--- src/rtl/bcs_pkg.sv ---
package bcs_pkg;
  localparam int unsigned BCS_W  = 16;
  localparam int unsigned CHAR_W = 8;
  localparam int unsigned LRC_W  = 7;

  typedef struct packed {
    logic load;  // take preset
    logic step;  // fold a data character
    logic undo;  // return to pre-character value
  } bcs_ctl_t;
endpackage

--- src/rtl/bcs_ctrl.sv ---
module bcs_ctrl
  import bcs_pkg::*;
(
  input  logic     clk,
  input  logic     rstN,
  input  logic     clear,
  input  logic     inValid,
  input  logic     inSync,
  input  logic     exclude,
  output logic     inReady,
  output bcs_ctl_t ctl
);
  logic armed;
  logic accept;

  always_comb begin
    inReady  = !clear;
    accept   = inValid && inReady;
    ctl.load = clear;
    ctl.step = accept && !inSync;
    ctl.undo = exclude && armed && !inValid && !clear;
  end

  always_ff @(posedge clk or negedge rstN) begin
    if (!rstN) begin
      armed <= 1'b0;
    end else if (clear) begin
      armed <= 1'b0;
    end else if (accept) begin
      armed <= !inSync;
    end else if (ctl.undo) begin
      armed <= 1'b0;
    end
  end
endmodule

--- src/rtl/bcs_datapath.sv ---
module bcs_datapath
  import bcs_pkg::*;
#(
  parameter int unsigned W      = BCS_W,
  parameter int unsigned CW     = CHAR_W,
  parameter int unsigned LW     = LRC_W,
  parameter logic [W-1:0] POLY  = 16'hA001
)(
  input  logic          clk,
  input  logic          rstN,
  input  bcs_ctl_t      ctl,
  input  logic          useCrc,
  input  logic [CW-1:0] byteIn,
  input  logic [W-1:0]  preset,
  output logic [W-1:0]  value
);
  localparam logic [W-1:0] LRC_MASK = W'((1 << LW) - 1);

  logic [W-1:0] curVal;
  logic [W-1:0] prevVal;
  logic [W-1:0] crcNext;
  logic [W-1:0] lrcNext;
  logic [W-1:0] foldNext;
  logic [W-1:0] loadVal;

  always_comb begin
    logic [W-1:0] acc;
    logic fb;
    acc = curVal;
    for (int i = 0; i < CW; i++) begin
      fb  = acc[0] ^ byteIn[i];
      acc = acc >> 1;
      if (fb) acc = acc ^ POLY;
    end
    crcNext  = acc;
    lrcNext  = (curVal ^ W'(byteIn)) & LRC_MASK;
    foldNext = useCrc ? crcNext : lrcNext;
    loadVal  = useCrc ? preset : (preset & LRC_MASK);
  end

  always_ff @(posedge clk or negedge rstN) begin
    if (!rstN) begin
      curVal  <= '0;
      prevVal <= '0;
    end else if (ctl.load) begin
      curVal  <= loadVal;
      prevVal <= loadVal;
    end else if (ctl.step) begin
      prevVal <= curVal;
      curVal  <= foldNext;
    end else if (ctl.undo) begin
      curVal  <= prevVal;
    end
  end

  assign value = curVal;
endmodule

--- src/rtl/bcs_unit.sv ---
module bcs_unit
  import bcs_pkg::*;
(
  input  logic        clk,
  input  logic        rstN,
  input  logic        clear,
  input  logic [15:0] presetVal,
  input  logic        modeCrc,
  input  logic        transparent,
  input  logic        isRx,
  input  logic        inValid,
  output logic        inReady,
  input  logic [7:0]  byteIn,
  input  logic        inSync,
  input  logic        exclude,
  output logic [15:0] bcsValue,
  output logic        crcOk,
  output logic        parityBit,
  output logic        parityErr
);
  bcs_ctl_t ctl;
  logic     useCrc;
  logic     parityOn;

  assign useCrc   = modeCrc || transparent;
  assign parityOn = !useCrc;

  bcs_ctrl u_ctrl (
    .clk(clk), .rstN(rstN), .clear(clear), .inValid(inValid),
    .inSync(inSync), .exclude(exclude), .inReady(inReady), .ctl(ctl)
  );

  bcs_datapath u_dp (
    .clk(clk), .rstN(rstN), .ctl(ctl), .useCrc(useCrc),
    .byteIn(byteIn), .preset(presetVal), .value(bcsValue)
  );

  assign crcOk     = useCrc && (bcsValue == '0);
  assign parityBit = parityOn && !isRx && !(^byteIn[LRC_W-1:0]);
  assign parityErr = parityOn && isRx && !(^byteIn);
endmodule

--- config.mk ---
export PLATFORM = sky130hd
export DESIGN_NAME = bcs_unit
export DESIGN_NICKNAME = d
export VERILOG_FILES = /design/src/rtl/bcs_pkg.sv /design/src/rtl/bcs_ctrl.sv /design/src/rtl/bcs_datapath.sv /design/src/rtl/bcs_unit.sv
export SDC_FILE = /design/constraint.sdc
export NUM_CORES = 1
export LEC_CHECK = 0
export ABC_AREA = 1
export ABC_CLOCK_PERIOD_IN_PS = 4000
export BUFFER_PORTS_ARGS = -buffer_cell sky130_fd_sc_hd__clkbuf_2
export CAP_MARGIN = 20
export CORE_ASPECT_RATIO = 0.75
export CORE_MARGIN = 4
export CORE_UTILIZATION = 58
export CTS_CLUSTER_DIAMETER = 150
export DETAILED_ROUTE_END_ITERATION = 10
export PLACE_DENSITY = 0.85
export SLEW_MARGIN = 20
export SYNTH_ARGS = -nofsm -noshare
export SYNTH_HDL_FRONTEND = slang
export SYNTH_HIERARCHICAL = 1
export SYNTH_SLANG_ARGS = --single-unit
--- constraint.sdc ---
create_clock -name clk -period 4 [get_ports clk]
set_input_delay 0.8 -clock clk [delete_from_list [all_inputs] [get_ports clk]]
set_output_delay 0.8 -clock clk [all_outputs]
set_load 0.1 [all_outputs]
==> results.txt <==
Synth top area share = 36.85%
CTS Buf Count = 5
Max-slew violation count = 0
Synth warn = 6
Largest net degree at the start of global routing = 34
First-pass GRT wire length = 9439 um
CORE AREA = 3685 um2
CTS sink count = 33
Worst-path fanout max = 18
Final period utilization = 71.96%
CP Class = input port to output port
Layout area overhead = 16.58%
Max Cap Viol = 0
Dominant cell type by area after synthesis = dfrtp_1
Post-placement cell area = 2530 um2
CP Launch Type = input port
Nets = 402
Final period demand of the worst path = 2.878 ns
Hpwl dp = 4325 um
H-tree depth = 2
Clk slew on worst S/H paths = 0.06 ns
Crit path DAT = 2.08 ns
Critical path's slowest cell = clkbuf_2
Max Clk Rate = 347.4 MHz
Count of cell types in the netlist = 31
Die X = 79.78 um
Total gr overflow = 0
Reg2reg start = u_dp/value[1]
Worst path required time = 3.20 ns
Routed Antenna Nets = 0
Setup bufs post-CTS = 0
Initial antenna violation count = 0
Type of the worst min-delay path = flip-flop to flip-flop
DRT Pass-1 Iters = 5
WL/cell = 13.44 um
Ranking of synthesized cells by area = dfrtp_1 (37%), nand2_1 (15%), inv_1 (7.2%), nor2_1 (5.5%), a31oi_1 (4.2%)
Post-synthesis net count = 350
Worst slew margin = 38.02%
Port buffer count = 52
Critical Path Most Common Cell = clkbuf_2
RSZ-0062 raised after global routing = no
Initial core utilization = 60.81%
Vias in the first global route = 2130
Synth cell count leaders = nand2_1 (88), inv_1 (43), dfrtp_1 (33), nor2_1 (33), nand3_1 (16)
Num rows = 19
Initial drt markers = 188
Power Density = 446.7 nW/um2
Total Routed Length = 5670 um
Fin. Hold Viols = 0
CP Capture Type = output port
Setup TNS Final = 0 ns
Status = finished, final reports clean
Ys async rst share = 100.0%
Die Area = 4932 um2
Ant. Diodes = 0
Synthesized flop and latch total = 33
GRT Util Overall = 24.73%
Worst Skew = 0.004390 ns
Post-synth EDFFs = 0
Avg Cell Area, Syn = 7.069 um2
Clock tree buffer depth = 2
Buf+Inv Stages, Crit Path = 3
Skew-Pair Late Insertion Delay = 0.29 ns
Family with the most delay on the worst path = buffers and inverters
Prevailing post-synth register cell = dfrtp_1
Static Leak = 0.001427 uW
Total Power = 1167 uW
Slowest stage delay, CP = 0.47 ns
Vias post-DR = 2257
Worst-path cell chain = clkbuf_2 -> nor2_1 -> inv_1 -> or2_1 -> a21oi_1 -> clkbuf_2
Cell area after layout = 2613 um2
Root Driver = clkbuf_8
Layout cells sized above 1 = 24.86%
Most common cell in the netlist = nand2_1
Sequential element share of the synthesized area = 36.85%
Gates resized, CTS repair = 0
CTS tree = done
Ports = 53
Final setup fails = 0
Mapped Area = 2241 um2
Hold-fix buffers, CTS = 0
Die Y = 61.83 um
Hold Startpoint = u_dp/prevVal[6]
Critical Path Start = transparent
Vias per inst = 5.348
Post-Syn Instances = 317
Worst-margin pin slew = 0.9287 ns
Drt drc = 0
Routability Congestion = 0.9259
VDD IR max = 0.2702 mV
## final timing paths
path | end | slack (ns) | cells after the start
worst max register to register | u_dp/value[0] | 2.05 | 17
min in group asynchronous | u_dp/prevVal[10] | 0.59 | 1
worst max-delay path | parityBit | 1.12 | 6
max in group asynchronous | u_ctrl/armed | 2.90 | 1
worst min register to register | u_dp/prevVal[6] | 0.49 | 2
worst min-delay path | u_dp/prevVal[6] | 0.49 | 2
## per-layer routing
layer | wire length (um) | track usage [%]
met3 | 543 | 6.196
met5 | 0 | 0
met2 | 2470 | 39.48
met1 | 2562 | 33.52
met4 | 93 | 8.675
## registers in the layout (all words and copies together) (netlist names)
register	count
u_ctrl/armed	1
u_dp/value	16
u_dp/prevVal	16
## placed cells by master, fill, tap and decap left out, types with 2 or more instances in the layout
| cell type | n |
|---|---|
| nor4_1 | 2 |
| dfrtp_1 | 33 |
| clkinv_2 | 2 |
| nand2_2 | 13 |
| clkbuf_8 | 5 |
| a31oi_1 | 15 |
| nand2_4 | 4 |
| a22o_1 | 10 |
| nand2_1 | 88 |
| o21ai_1 | 9 |
| nand3_1 | 16 |
| xor2_4 | 2 |
| a22oi_1 | 6 |
| inv_1 | 43 |
| nor2_1 | 33 |
| inv_2 | 7 |
| a21oi_1 | 6 |
| clkbuf_2 | 52 |
| xnor2_1 | 2 |
| nand3_2 | 2 |
| o21ai_0 | 8 |
## cells by family after synthesis
logic type	Yosys count	share of synthesized area, %
simple gates	161	31.71
buf+inv	60	10.78
xor+xnor	6	4.355
compound gates	57	16.30
flops	33	36.85
## through the flow
stage	hold slack, ns	instances	utilization, %	setup slack, ns
global placement	0.4771	414	68.66	1.138
finish	0.4920	422	70.90	1.122
CTS	0.4912	422	70.90	1.110
floorplan	0.4568	317	-	0.4877
detailed placement	0.4779	414	68.66	1.109
global route	0.5270	422	70.90	0.9952
## power by group
group          internal, uW  switching (uW)  total (uW)
clock network           120             120         240
logic                   123             384         507
registers               375            44.7         420
## cell type report
class / instances / area (um2)
Multi-Input combinational cell: 224 / 1174
Fill cell: 321 / 1072
Clock buffer: 6 / 72.57
Timing Repair Buffer: 53 / 267.8
Sequential cell: 33 / 825.8
Inverter: 52 / 197.7
Tap cell: 52 / 65.06
Clock inverter: 2 / 10.01
## tightest hold or removal path, cell delays in order, from the launching register on
cell and delay, ns:
dfrtp_1 0.32, a22oi_1 0.07, nand2_1 0.07
(Power assumes the default switching activity.)
